==> config.mk <==
export PLATFORM = sky130hd
export DESIGN_NAME = wm_issue_queue
export DESIGN_NICKNAME = d
export VERILOG_FILES = /design/src/rtl/wiq_pkg.sv /design/src/rtl/wiq_fifo.sv /design/src/rtl/wiq_rr_arb.sv /design/src/rtl/wiq_sat_cnt.sv /design/src/rtl/wm_issue_queue.sv
export SDC_FILE = /design/constraint.sdc
export NUM_CORES = 1
export LEC_CHECK = 0
export BUFFER_PORTS_ARGS = -buffer_cell sky130_fd_sc_hd__clkbuf_2
export CAP_MARGIN = 10
export CORE_AREA = 2 2 220 222
export DETAILED_ROUTE_END_ITERATION = 10
export DIE_AREA = 0 0 222 224
export HOLD_SLACK_MARGIN = 0.06
export PLACE_DENSITY = 0.84
export SKIP_CTS_REPAIR_TIMING = 1
export SYNTH_ARGS = -nofsm -noshare
export SYNTH_HDL_FRONTEND = slang
export SYNTH_HIERARCHICAL = 1
export SYNTH_SLANG_ARGS = --single-unit
==> constraint.sdc <==
create_clock -name clk -period 7.2 [get_ports clk]
set_clock_uncertainty 0.15 [all_clocks]
set_input_delay 0 -clock clk [delete_from_list [all_inputs] [get_ports clk]]
set_output_delay 0 -clock clk [all_outputs]
set_load 0.05 [all_outputs]
==> src/rtl/wiq_pkg.sv <==
package wiq_pkg;

  typedef enum logic [2:0] {
    CL_ADDR  = 3'd0,
    CL_SHM   = 3'd1,
    CL_LG    = 3'd2,
    CL_SFU   = 3'd3,
    CL_TEX   = 3'd4,
    CL_PMATH = 3'd5
  } iclass_e;

  typedef enum logic [2:0] {
    RS_NONE = 3'd0,
    RS_SQ   = 3'd1,
    RS_LG   = 3'd2,
    RS_TEX  = 3'd3,
    RS_MATH = 3'd4,
    RS_ARB  = 3'd5
  } reason_e;

  localparam int NUM_REASON = 5;

  function automatic logic goes_shared(input logic [2:0] c);
    return (c != CL_TEX) && (c != CL_PMATH);
  endfunction

endpackage

==> src/rtl/wiq_fifo.sv <==
module wiq_fifo #(
  parameter int DEPTH = 16,
  parameter int W     = 16
) (
  input  logic                       clk,
  input  logic                       rst_n,
  input  logic                       push,
  input  logic [W-1:0]               din,
  input  logic                       pop,
  output logic [W-1:0]               dout,
  output logic                       nonempty,
  output logic [$clog2(DEPTH+1)-1:0] count
);
  localparam int AW = $clog2(DEPTH);
  localparam int CW = $clog2(DEPTH+1);

  logic [W-1:0]  mem [DEPTH];
  logic [AW-1:0] wr_ptr, rd_ptr;

  function automatic logic [AW-1:0] bump(input logic [AW-1:0] v);
    return (v == AW'(DEPTH-1)) ? '0 : v + AW'(1);
  endfunction

  always_ff @(posedge clk) begin
    if (!rst_n) begin
      wr_ptr <= '0;
      rd_ptr <= '0;
      count  <= '0;
    end else begin
      if (push) begin
        mem[wr_ptr] <= din;
        wr_ptr      <= bump(wr_ptr);
      end
      if (pop) rd_ptr <= bump(rd_ptr);
      if (push && !pop)      count <= count + CW'(1);
      else if (pop && !push) count <= count - CW'(1);
    end
  end

  assign dout     = mem[rd_ptr];
  assign nonempty = (count != '0);
endmodule

==> src/rtl/wiq_rr_arb.sv <==
module wiq_rr_arb #(
  parameter int N = 4
) (
  input  logic         clk,
  input  logic         rst_n,
  input  logic [N-1:0] req,
  output logic [N-1:0] gnt
);
  localparam int IW = $clog2(N);

  logic [IW-1:0] ptr;
  logic [IW-1:0] win;
  logic          any;

  always_comb begin
    gnt = '0;
    win = '0;
    any = 1'b0;
    for (int i = 0; i < N; i++) begin
      int k;
      k = int'(ptr) + i;
      if (k >= N) k = k - N;
      if (!any && req[k]) begin
        any    = 1'b1;
        win    = IW'(k);
        gnt[k] = 1'b1;
      end
    end
  end

  always_ff @(posedge clk) begin
    if (!rst_n)   ptr <= '0;
    else if (any) ptr <= (win == IW'(N-1)) ? '0 : win + IW'(1);
  end
endmodule

==> src/rtl/wiq_sat_cnt.sv <==
module wiq_sat_cnt #(
  parameter int W   = 16,
  parameter int NIN = 4
) (
  input  logic           clk,
  input  logic           rst_n,
  input  logic [NIN-1:0] hit,
  output logic [W-1:0]   value
);
  logic [W:0] sum;

  always_comb begin
    int n;
    n = 0;
    for (int i = 0; i < NIN; i++) n = n + int'(hit[i]);
    sum = {1'b0, value} + (W+1)'(n);
  end

  always_ff @(posedge clk) begin
    if (!rst_n)      value <= '0;
    else if (sum[W]) value <= '1;
    else             value <= sum[W-1:0];
  end
endmodule

==> src/rtl/wm_issue_queue.sv <==
module wm_issue_queue
  import wiq_pkg::*;
#(
  parameter int NPORT    = 4,
  parameter int PW       = 16,
  parameter int SQ_DEPTH = 16,
  parameter int TQ_DEPTH = 8,
  parameter int CNT_W    = 16
) (
  input  logic                          clk,
  input  logic                          rst_n,
  input  logic [$clog2(SQ_DEPTH+1)-1:0] wm,
  input  logic [NPORT-1:0]              in_valid,
  input  logic [NPORT*3-1:0]            in_class,
  input  logic [NPORT*PW-1:0]           in_payload,
  input  logic [NPORT-1:0]              math_busy,
  output logic [NPORT-1:0]              in_ready,
  output logic [NPORT*3-1:0]            in_reason,
  output logic                          sq_out_valid,
  input  logic                          sq_out_ready,
  output logic [PW-1:0]                 sq_out_payload,
  output logic [2:0]                    sq_out_class,
  output logic [$clog2(NPORT)-1:0]      sq_out_port,
  output logic                          tq_out_valid,
  input  logic                          tq_out_ready,
  output logic [PW-1:0]                 tq_out_payload,
  output logic [$clog2(NPORT)-1:0]      tq_out_port,
  output logic [NUM_REASON*CNT_W-1:0]   stall_cnt
);
  localparam int CW = $clog2(SQ_DEPTH+1);
  localparam int TW = $clog2(TQ_DEPTH+1);
  localparam int IW = $clog2(NPORT);
  localparam int EW = 3 + IW + PW;

  logic [CW-1:0] sq_cnt;
  logic [TW-1:0] tq_cnt;
  logic sq_deq, tq_deq, sq_blk, tq_blk, lg_early;
  logic [NPORT-1:0] sq_req, tq_req, sq_gnt, tq_gnt, math_ok;
  logic [NPORT*3-1:0] blk_rsn;
  logic [EW-1:0] sq_din, tq_din, sq_dout, tq_dout;
  logic [2:0] tq_cls_unused;

  assign sq_deq   = sq_out_valid && sq_out_ready;
  assign tq_deq   = tq_out_valid && tq_out_ready;
  assign sq_blk   = (sq_cnt == CW'(SQ_DEPTH)) && !sq_deq;
  assign tq_blk   = (tq_cnt == TW'(TQ_DEPTH)) && !tq_deq;
  assign lg_early = (wm < CW'(SQ_DEPTH)) && (sq_cnt >= wm);

  // Per-port classification into queue requests or immediate refusals
  always_comb begin
    sq_req  = '0;
    tq_req  = '0;
    math_ok = '0;
    blk_rsn = '0;
    for (int p = 0; p < NPORT; p++) begin
      logic [2:0] c;
      c = in_class[p*3 +: 3];
      if (in_valid[p]) begin
        if (c == CL_PMATH) begin
          if (math_busy[p]) blk_rsn[p*3 +: 3] = RS_MATH;
          else              math_ok[p] = 1'b1;
        end else if (c == CL_TEX) begin
          if (tq_blk) blk_rsn[p*3 +: 3] = RS_TEX;
          else        tq_req[p] = 1'b1;
        end else if (c == CL_LG && lg_early) begin
          blk_rsn[p*3 +: 3] = RS_LG;
        end else if (sq_blk) begin
          blk_rsn[p*3 +: 3] = RS_SQ;
        end else begin
          sq_req[p] = 1'b1;
        end
      end
    end
  end

  wiq_rr_arb #(.N(NPORT)) u_sq_arb (
    .clk(clk), .rst_n(rst_n), .req(sq_req), .gnt(sq_gnt)
  );
  wiq_rr_arb #(.N(NPORT)) u_tq_arb (
    .clk(clk), .rst_n(rst_n), .req(tq_req), .gnt(tq_gnt)
  );

  // Ready, reason and winner entry selection
  always_comb begin
    sq_din = '0;
    tq_din = '0;
    for (int p = 0; p < NPORT; p++) begin
      logic [EW-1:0] ent;
      ent = {in_class[p*3 +: 3], IW'(p), in_payload[p*PW +: PW]};
      in_ready[p] = sq_gnt[p] || tq_gnt[p] || math_ok[p];
      if ((sq_req[p] && !sq_gnt[p]) || (tq_req[p] && !tq_gnt[p]))
        in_reason[p*3 +: 3] = RS_ARB;
      else
        in_reason[p*3 +: 3] = blk_rsn[p*3 +: 3];
      if (sq_gnt[p]) sq_din = ent;
      if (tq_gnt[p]) tq_din = ent;
    end
  end

  wiq_fifo #(.DEPTH(SQ_DEPTH), .W(EW)) u_sq (
    .clk(clk), .rst_n(rst_n), .push(|sq_gnt), .din(sq_din), .pop(sq_deq),
    .dout(sq_dout), .nonempty(sq_out_valid), .count(sq_cnt)
  );
  wiq_fifo #(.DEPTH(TQ_DEPTH), .W(EW)) u_tq (
    .clk(clk), .rst_n(rst_n), .push(|tq_gnt), .din(tq_din), .pop(tq_deq),
    .dout(tq_dout), .nonempty(tq_out_valid), .count(tq_cnt)
  );

  assign {sq_out_class, sq_out_port, sq_out_payload} = sq_dout;
  assign {tq_cls_unused, tq_out_port, tq_out_payload} = tq_dout;

  for (genvar r = 0; r < NUM_REASON; r++) begin : g_cnt
    logic [NPORT-1:0] hit;
    for (genvar p = 0; p < NPORT; p++) begin : g_hit
      assign hit[p] = (in_reason[p*3 +: 3] == 3'(r + 1));
    end
    wiq_sat_cnt #(.W(CNT_W), .NIN(NPORT)) u_cnt (
      .clk(clk), .rst_n(rst_n), .hit(hit), .value(stall_cnt[r*CNT_W +: CNT_W])
    );
  end
endmodule

==> impl_results.md <==
- Run status: finished clean
- Number of global-route vias before repair: about 18000
- Wire length of the first global-routing pass: 104000 um
- Boundary Pins: between 200 and 250
- Number of iterations in the first detailed-routing pass: 8
- Buffering stage count on the worst path with inverters included: 3
- Startpoint class of the critical path: flop
- Fraction of final layout cells sized beyond drive strength 1: 25.5%
- Area enclosed by the die boundary: 49700 um^2
- Placed Instances: 2617
- Buffers from clock root to sink, at most: 3
- Startpoint of the worst register-to-register path: u_tq/count[0]
- Drt first-iter violations: 2195
- Cell count along the critical path: 15
- Static leakage: 10.9 nW
- Worst slew margin relative to its limit: roughly 13%
- CTS Buf Count: between 50 and 60
- Cell family contributing the most delay on the critical path: simple AND/OR/NAND/NOR gates
- Worst-margin pin slew: between 1000 and 1500 ps
- Required @ worst endpoint: 7420 ps
- Endpoint of the lowest-slack register-to-register path: u_tq/mem[7][11]
- Maximum fanout along the worst path: 16
- Clk slew on worst S/H paths: 60 ps
- Overall fraction of global-route tracks in use: 27.7%
- Clock root cell: sky130_fd_sc_hd__clkbuf_16
- Period utilisation layout: a little over 90%
- Grt total ovfl: 0
- Post-Synthesis Mean Instance Area: 14.9 um^2
- Hold Path Class: input port to flop
- Antenna violations before repair: 0
- Vias per inst: 6.49
- Crit path largest cell delay: 720 ps
- Num Clock Sinks: just under 600
- H-tree levels: 2
- Chain of cells forming the critical path: or4_1 -> nand2_1 -> and4b_1 -> nor2_1 -> mux4_2 -> or3_4 -> nor2b_4 -> a221o_1 -> buf_4 -> clkinv_1 -> nand3_1 -> a21oi_1 -> a21oi_1 -> o21ai_0 -> dlygate4sd3_1
- Routed Antenna Nets: 0
- Routability-driven placement congestion ratio: 0.882
- Detailed-placement wirelength estimate: roughly 42000 um
- Depth of the most critical reg-to-reg path: 15
- Final setup viols: 0
- Peak Freq: 152 MHz
- Master of the slowest instance on the critical path: sky130_fd_sc_hd__dlygate4sd3_1
- Number of I/O port buffers: 229
- Slew Viols, Final: 0
- Number of DRC violations after detailed routing: 0
- Pin count of the biggest net entering global routing: 73
- Area growth from synthesis to layout: 14.4%
- Post-synthesis cell area: between 20000 and 30000 um^2
- Destination of the critical timing path: u_tq/mem[7][11]
- Height of the die: between 200 and 250 um
- Nets: 2251
- Arrival time of the worst setup path: 6810 ps
- Max rail drop VDD: 416 uV
- Post-detailed-route wirelength per cell: 25.4 um
- Yosys warning count: 6
- PD cells: 381 nW/um^2
- Clock period minus final worst setup slack: 6590 ps
- Core region area: 47300 um^2
- First element of the critical path: u_tq/count[0]
- CTS tree: yes
- Post-synthesis net count: 1983
- Total Routed Length: 70000 um
- Flop2flop setup slack: slightly above 600 ps
- Number of instances in the synthesized netlist: around 1800
- Reported max-cap violation count: 0
- Crit Path Category: flop to flop
- Most numerous cell on the critical path: sky130_fd_sc_hd__a21oi_1
- Effective utilization at floorplan: 57.5%
- Placement row count: 80
- Die span in x: between 200 and 250 um
- Accumulated negative setup slack: 0 ps
- Total number of vias: 17900
- Number of cells in the finished layout apart from fillers: 2758
- Setup repair after global routing missed its margin: no
- Source-to-sink clock delay at the later pin of the worst-skew pair: 630 ps
- Final Hold Viols: 0
- Type of destination of the critical path: flop
==> layer usage <==
| metal | GRT usage (%) | vias to the layer above | part of all wire, % |
|---|---|---|---|
| li1 | - | 7712 | - |
| met1 | 35.5 | 8796 | 36 |
| met2 | 46.8 | 1175 | 49 |
| met3 | 6.01 | 222 | 10 |
| met4 | 10.4 | 0 | 4.0 |
| met5 | 0 | - | 0 |
==> cell usage in the layout, fill, tap and decap left out, types with 36 or more instances in the layout <==
| master | count |
|---|---|
| sky130_fd_sc_hd__xor2_1 | 43 |
| sky130_fd_sc_hd__inv_1 | 66 |
| sky130_fd_sc_hd__and2_1 | 37 |
| sky130_fd_sc_hd__o21ai_0 | 44 |
| sky130_fd_sc_hd__mux4_2 | 90 |
| sky130_fd_sc_hd__dfxtp_1 | 110 |
| sky130_fd_sc_hd__clkbuf_16 | 58 |
| sky130_fd_sc_hd__ha_1 | 43 |
| sky130_fd_sc_hd__a21oi_1 | 80 |
| sky130_fd_sc_hd__clkbuf_2 | 229 |
| sky130_fd_sc_hd__dlygate4sd3_1 | 37 |
| sky130_fd_sc_hd__nor2_1 | 84 |
| sky130_fd_sc_hd__a22oi_1 | 65 |
| sky130_fd_sc_hd__buf_4 | 40 |
| sky130_fd_sc_hd__nand3_1 | 45 |
| sky130_fd_sc_hd__mux4_1 | 36 |
| sky130_fd_sc_hd__edfxtp_1 | 480 |
| sky130_fd_sc_hd__nand2_1 | 101 |
==> worst min path at each step <==
stage                    from               to  slack, ps  cells past startpoint
2_1_floorplan           rst_n  u_tq_arb/ptr[0]        -30                      1
4_1_cts                 rst_n    u_sq/count[4]       -220                      4
6_report       in_payload[46]  u_tq/mem[0][14]          6                      3
5_1_grt        in_payload[13]  u_sq/mem[8][13]         70                      2
3_5_place_dp     math_busy[2]      in_ready[2]        290                      3
3_3_place_gp     math_busy[2]      in_ready[2]        290                      3
==> tightest hold or removal path: cells and delay by family <==
family | cells | cell delay, ps
AO/OA/AOI/OAI | 2 | 410
buffers and inverters | 1 | 90
==> registers in the layout, summed over array words and instances, names as in the netlist, 4 cells and up, named ones only <==
| name | cells |
|---|---|
| u_sq/count | 5 |
| g_cnt.u_cnt/value | 80 |
| u_sq/wr_ptr | 4 |
| u_tq/count | 4 |
| u_sq/rd_ptr | 4 |
| u_sq/mem | 336 |
| u_tq/mem | 144 |
==> where the power goes <==
part           total, W  internal, W  switching [W]
sequential      0.00493      0.00471       0.000215
combinational   0.00395      0.00120        0.00276
clock           0.00298      0.00169        0.00128
total            0.0119      0.00760        0.00426
==> final cells by class <==
| class | instances | area (um^2) |
|---|---|---|
| Sequential cell | 594 | 16700 |
| Fill cell | 3107 | 16200 |
| Multi-Input combinational cell | 1071 | 9740 |
| Timing Repair Buffer | 306 | 1820 |
| Clock buffer | 70 | 1500 |
| Tap cell | 615 | 769 |
| Clock inverter | 32 | 352 |
| Inverter | 68 | 255 |
| Antenna cell | 2 | 5.00 |
==> per-stage QoR <==
stage               util [%]  hold slack (ps)  total power (W)  setup WS [ps]  cell area, um^2
floorplan                  -            -28.3          0.00770           1080            27200
global placement        61.1              293          0.00863           1190            28900
detailed placement      61.1              295          0.00882           1060            28900
CTS                     65.0             -218           0.0118            943            30800
global route            65.8             68.7           0.0123            431            31100
finish                  65.8             6.35           0.0119            611            31100
No activity file was read; power rests on OpenSTA's default activity.
